## src/rtl/flash_cmd_pkg.sv

```systemverilog
package flash_cmd_pkg;

  typedef enum logic [1:0] {
    MODE_ARRAY  = 2'd0,
    MODE_STATUS = 2'd1,
    MODE_IDENT  = 2'd2,
    MODE_QUERY  = 2'd3
  } rd_mode_e;

  typedef enum logic [1:0] {
    ST_IDLE        = 2'd0,
    ST_PROG_DATA   = 2'd1,
    ST_ERASE_CONF  = 2'd2,
    ST_UNLOCK_CONF = 2'd3
  } cmd_state_e;

  typedef enum logic {
    OP_PROGRAM = 1'b0,
    OP_ERASE   = 1'b1
  } op_kind_e;

  localparam logic [7:0] OPC_READ_ARRAY  = 8'hFF;
  localparam logic [7:0] OPC_READ_STATUS = 8'h70;
  localparam logic [7:0] OPC_READ_IDENT  = 8'h90;
  localparam logic [7:0] OPC_READ_QUERY  = 8'h98;
  localparam logic [7:0] OPC_CLR_STATUS  = 8'h50;
  localparam logic [7:0] OPC_PROG_SETUP  = 8'h40;
  localparam logic [7:0] OPC_ERASE_SETUP = 8'h20;
  localparam logic [7:0] OPC_UNLK_SETUP  = 8'h60;
  localparam logic [7:0] OPC_CONFIRM     = 8'hD0;

  localparam logic [15:0] ERASED_WORD = 16'hFFFF;

endpackage

```

## src/rtl/flash_cmd_fsm.sv

```systemverilog
module flash_cmd_fsm
  import flash_cmd_pkg::*;
#(
  parameter int ADDR_W     = 6,
  parameter int BLK_ADDR_W = 4,
  localparam int BLK_W     = ADDR_W - BLK_ADDR_W,
  localparam int NUM_BLK   = 1 << BLK_W
) (
  input  logic               clk,
  input  logic               rst_n,
  input  logic               wr_en,
  input  logic [ADDR_W-1:0]  addr,
  input  logic [15:0]        wdata,
  input  logic               busy_i,
  input  logic               done_i,
  input  logic [NUM_BLK-1:0] lock_i,
  output rd_mode_e           mode_o,
  output logic [7:0]         status_o,
  output logic               start_o,
  output op_kind_e           kind_o,
  output logic [ADDR_W-1:0]  tgt_addr_o,
  output logic [15:0]        prog_data_o,
  output logic               commit_prog_o,
  output logic               commit_erase_o,
  output logic               unlock_en_o,
  output logic [BLK_W-1:0]   unlock_blk_o
);
  cmd_state_e        state_q, state_d;
  rd_mode_e          mode_q, mode_d;
  logic              err_erase_q, err_erase_d;
  logic              err_prog_q, err_prog_d;
  logic              err_lock_q, err_lock_d;
  op_kind_e          kind_q, kind_d;
  logic [ADDR_W-1:0] tgt_q, tgt_d;
  logic [15:0]       data_q, data_d;
  logic              accept;
  logic [7:0]        opc;
  logic [BLK_W-1:0]  blk;
  logic              blk_locked;

  assign accept     = wr_en && !busy_i;
  assign opc        = wdata[7:0];
  assign blk        = addr[ADDR_W-1:BLK_ADDR_W];
  assign blk_locked = lock_i[blk];

  always_comb begin
    state_d     = state_q;
    mode_d      = mode_q;
    err_erase_d = err_erase_q;
    err_prog_d  = err_prog_q;
    err_lock_d  = err_lock_q;
    kind_d      = kind_q;
    tgt_d       = tgt_q;
    data_d      = data_q;
    start_o     = 1'b0;
    unlock_en_o = 1'b0;
    if (accept) begin
      unique case (state_q)
        ST_IDLE: begin
          unique case (opc)
            OPC_READ_ARRAY:  mode_d = MODE_ARRAY;
            OPC_READ_STATUS: mode_d = MODE_STATUS;
            OPC_READ_IDENT:  mode_d = MODE_IDENT;
            OPC_READ_QUERY:  mode_d = MODE_QUERY;
            OPC_CLR_STATUS: begin
              err_erase_d = 1'b0;
              err_prog_d  = 1'b0;
              err_lock_d  = 1'b0;
            end
            OPC_PROG_SETUP: begin
              state_d = ST_PROG_DATA;
              mode_d  = MODE_STATUS;
            end
            OPC_ERASE_SETUP: begin
              state_d = ST_ERASE_CONF;
              mode_d  = MODE_STATUS;
            end
            OPC_UNLK_SETUP: begin
              state_d = ST_UNLOCK_CONF;
              mode_d  = MODE_STATUS;
            end
            default: ;
          endcase
        end
        ST_PROG_DATA: begin
          state_d = ST_IDLE;
          if (blk_locked) begin
            err_prog_d = 1'b1;
            err_lock_d = 1'b1;
          end else begin
            start_o = 1'b1;
            kind_d  = OP_PROGRAM;
            tgt_d   = addr;
            data_d  = wdata;
          end
        end
        ST_ERASE_CONF: begin
          state_d = ST_IDLE;
          if (opc != OPC_CONFIRM) begin
            err_erase_d = 1'b1;
            err_prog_d  = 1'b1;
          end else if (blk_locked) begin
            err_erase_d = 1'b1;
            err_lock_d  = 1'b1;
          end else begin
            start_o = 1'b1;
            kind_d  = OP_ERASE;
            tgt_d   = addr;
          end
        end
        ST_UNLOCK_CONF: begin
          state_d = ST_IDLE;
          if (opc == OPC_CONFIRM) begin
            unlock_en_o = 1'b1;
          end else begin
            err_erase_d = 1'b1;
            err_prog_d  = 1'b1;
          end
        end
        default: state_d = ST_IDLE;
      endcase
    end
  end

  always_ff @(posedge clk or negedge rst_n) begin
    if (!rst_n) begin
      state_q     <= ST_IDLE;
      mode_q      <= MODE_ARRAY;
      err_erase_q <= 1'b0;
      err_prog_q  <= 1'b0;
      err_lock_q  <= 1'b0;
      kind_q      <= OP_PROGRAM;
      tgt_q       <= '0;
      data_q      <= '0;
    end else if (accept) begin
      state_q     <= state_d;
      mode_q      <= mode_d;
      err_erase_q <= err_erase_d;
      err_prog_q  <= err_prog_d;
      err_lock_q  <= err_lock_d;
      kind_q      <= kind_d;
      tgt_q       <= tgt_d;
      data_q      <= data_d;
    end
  end

  assign mode_o         = mode_q;
  assign status_o       = {!busy_i, 1'b0, err_erase_q, err_prog_q, 2'b00, err_lock_q, 1'b0};
  assign kind_o         = kind_d;
  assign tgt_addr_o     = tgt_q;
  assign prog_data_o    = data_q;
  assign commit_prog_o  = done_i && (kind_q == OP_PROGRAM);
  assign commit_erase_o = done_i && (kind_q == OP_ERASE);
  assign unlock_blk_o   = blk;
endmodule

```

## config.mk

```make
export PLATFORM = sky130hd
export DESIGN_NAME = flash_cmd_fsm
export DESIGN_NICKNAME = d
export VERILOG_FILES = /design/src/rtl/flash_cmd_pkg.sv /design/src/rtl/flash_cmd_fsm.sv
export SDC_FILE = /design/constraint.sdc
export NUM_CORES = 1
export LEC_CHECK = 0
export BUFFER_PORTS_ARGS = -buffer_cell sky130_fd_sc_hd__buf_4
export CORE_ASPECT_RATIO = 2
export CORE_MARGIN = 2
export CORE_UTILIZATION = 30
export CTS_CLUSTER_DIAMETER = 200
export DETAILED_ROUTE_END_ITERATION = 10
export PLACE_DENSITY = 0.59
export SYNTH_ARGS = -nofsm -noshare
export SYNTH_HDL_FRONTEND = slang
export SYNTH_SLANG_ARGS = --single-unit
```

## constraint.sdc

```tcl
create_clock -name clk -period 4 [get_ports clk]
set_input_delay 0.6 -clock clk [delete_from_list [all_inputs] [get_ports clk]]
set_output_delay 0.6 -clock clk [all_outputs]
set_load 0.01 [all_outputs]
```

==> flow_summary.yaml <==
status:
  status: "completed"
sta:
  finalMaxSlewViolations: 0
  worst_pin_slew_ps: 776.1
  fin_crit_ps: 2666
  skew_ps: 2.201
  rsz0062_at_grt: "no"
  period_share: 0.6665
  fmax_mhz: 375.1
  hold_viol: 0
  slew_headroom: 0.4778
  hold_ws_ps: 242.8
  finalSetupViolations: 0
  tns_ps: 0
power:
  sequentialPowerShare: 0.359
  combinationalPowerShare: 0.433
  intPower_w: 0.0009675
  power.leakage_nw: 1.075
  p_per_area_nw_per_um2: 637.8
  power.share.clock: 0.209
  swShare: 0.3298
  vdd_drop_max_mv: 0.3428
  switchingPower_w: 0.0004762
die:
  rows: 38
  boundaryPins: 70
  dieArea_um2: 6257
  initial_core_util: 0.3102
  coreArea_um2: 5420
  die_w_um: 56.94
  dieHeight_um: 109.9
finish:
  antenna_cells: 0
  drive_above_1_share: 0.4764
  fin_nets: 247
  fillCellCount: 557
  layoutNonFillerInstCount: 272
  syn2layout_area_growth_pct: 34.60
setup_path:
  cpMostUsedCell: "buf_4"
  cp_slowest_stage_delay_ps: 650
  end_kind: "primary output"
  worstPathMaxFanout: 6
  r2r_cells: 5
  start_kind: "input pin"
  path_cells: "buf_4, or4_1, nor3_1, a21oi_1, nor2_1, buf_4"
  cp_top_family: "simple AND/OR/NAND/NOR gates"
  required_ps: 3400
  r2r_end: "prog_data_o[13]$_DFFE_PN0P_"
  r2r-start: "state_q[1]$_DFFE_PN0P_"
  cp_data_arrival_time_ps: 2070
  path_buf_inv: 2
  slowest_stage: "or4_1"
  r2r_setup_slack_ps: 2160
  critPathKind: "input pin to primary output"
yosys:
  synth_top_family_by_area: "multiplexers"
  synth_cell_types: 54
  yosys.area.top_type: "dfrtp_1"
  yosysSeqAreaShare: 0.4464
  synthTopCellsByArea: "dfrtp_1 (45%), mux2_2 (14%), buf_4 (4.0%)"
  synthXorXnorAreaFrac: 0
  syn_area_per_cell_um2: 11.14
  synthAdderAreaFrac: 0.03720
  synthSimpleGateAreaFrac: 0.1548
  synthFlopType: "dfrtp_1"
  ys_ff_latch: 30
  synth-edff-count: 0
  synth_compound_area_frac: 0.1138
  yosys_warnings: 0
  async_reset_ff_frac: 1.000
  synth_commonest_cells: "dfrtp_1 (30), mux2_2 (21), nor2_1 (10), buf_4 (9), inv_1 (9)"
  synthCells: 151
  syn_area_um2: 1682
  yosysMostFrequentCell: "dfrtp_1"
  synthMuxAreaShare: 0.1667
  netlist.area_leader.share: 0.4464
routing:
  first_iter_violations: 26
  wl_per_cell_um: 15.41
  avgViaCountPerCell: 4.934
  ant_nets: 0
  highest_layer: "met4"
  routed_wl_mm: 4.191
  wl_met2_mm: 2.505
  post-route-drc-count: 0
  vias: 1342
  drt-met1-wl_mm: 1.414
  route.met3.wl_um: 175
  first_pass_iters: 4
clocking:
  post_cts_resized: 0
  clk_pin_slew_ps: 60
  root_buffer: "clkbuf_8"
  cts_sinks: 30
  cts_setup_buffers: 0
  cts_made_buffers: 5
  clk_latency_ps: 280
  h-tree-depth: 2
  hold_buffers: 0
  clk_path_buf_depth: 2
  cts_tree: "built"
placement:
  dp_hpwl_mm: 3.331
  numPortBuffers: 65
  placed_cells: 264
  place.gp.congestion: 0.7645
global_route:
  grt_pass1_vias: 1399
  antenna_found_initial: 0
  grt_max_degree: 31
  grt_util_all_layers: 0.1409
  grt_overflow: 0
  grt_pass1_wl_mm: 6.658
hold_path:
  hp-class: "input pin to asynchronous set/reset pin"
flow_run:
  max-cap-violations: 0
worst max-delay path by stage:
stage / startpoint / endpoint / slack (ps) / cells past startpoint
detailed placement: wdata[0] / kind_o / 1350 / 6
global placement: wdata[0] / kind_o / 1360 / 6
global route: wdata[0] / kind_o / 1220 / 6
CTS: wdata[0] / kind_o / 1340 / 6
floorplan: wdata[0] / kind_o / 1640 / 5
finish: wdata[0] / kind_o / 1330 / 6
registers in the layout, summed over array words and instances, names as in the netlist:
| signal | count |
|---|---|
| prog_data_o | 16 |
| err_prog_q | 1 |
| mode_o | 2 |
| state_q | 2 |
| err_lock_q | 1 |
| tgt_addr_o | 6 |
| kind_q | 1 |
| err_erase_q | 1 |
cells in the final DEF, fill, tap and decap left out, types with 4 or more instances in the layout:
cell / Yosys / routed
a21oi_1: 4 / 4
buf_4: 9 / 65
clkbuf_8: 0 / 5
conb_1: 1 / 4
dfrtp_1: 30 / 30
ha_1: 5 / 5
inv_1: 9 / 9
mux2_2: 21 / 21
nor2_1: 10 / 10
nor3_1: 4 / 4
metrics by stage:
stage | total power (W) | utilization | area [um2] | setup slack (ps)
2_1_floorplan | 0.0008774 | - | 1693 | 1639
3_3_place_gp | 0.001151 | 0.3980 | 2157 | 1358
3_5_place_dp | 0.001163 | 0.3980 | 2157 | 1348
4_1_cts | 0.001470 | 0.4176 | 2263 | 1343
5_1_grt | 0.001543 | 0.4176 | 2263 | 1216
6_report | 0.001444 | 0.4176 | 2263 | 1334
layer usage:
layer	vias to the layer above	GRT usage
li1	649	-
met1	641	0.1351
met2	44	0.2750
met3	8	0.02706
met4	0	0.06977
met5	-	0
logic make-up (layout without fill, tap and decap cells):
kind of cell	count (synthesis)	count (layout)
simple gates	42	42
compound gates	25	25
flops	30	30
fa+ha+maj	5	5
other cells	1	4
mux	24	24
buf+inv	24	82
area by class of cell:
type | instances | area, um2 | share of cell area
clock inverter | 1 | 30.03 | 0.01327
inverter | 9 | 33.78 | 0.01493
clock buffer | 7 | 76.32 | 0.03372
sequential | 30 | 750.7 | 0.3317
multi-input combinational | 100 | 809.5 | 0.3577
timing repair buffer | 65 | 488.0 | 0.2156
tap | 60 | 75.07 | 0.03317
power by group through the flow:
stage,clock network (W),logic (W),registers [W]
after global routing,0.000324,0.000683,0.000537
after floorplan,0,0.000310,0.000568
final,0.000301,0.000625,0.000518
after detailed placement,0,0.000638,0.000525
after global placement,0,0.000628,0.000523
after CTS,0.000309,0.000639,0.000522
Power figures use the tool's default switching activity.
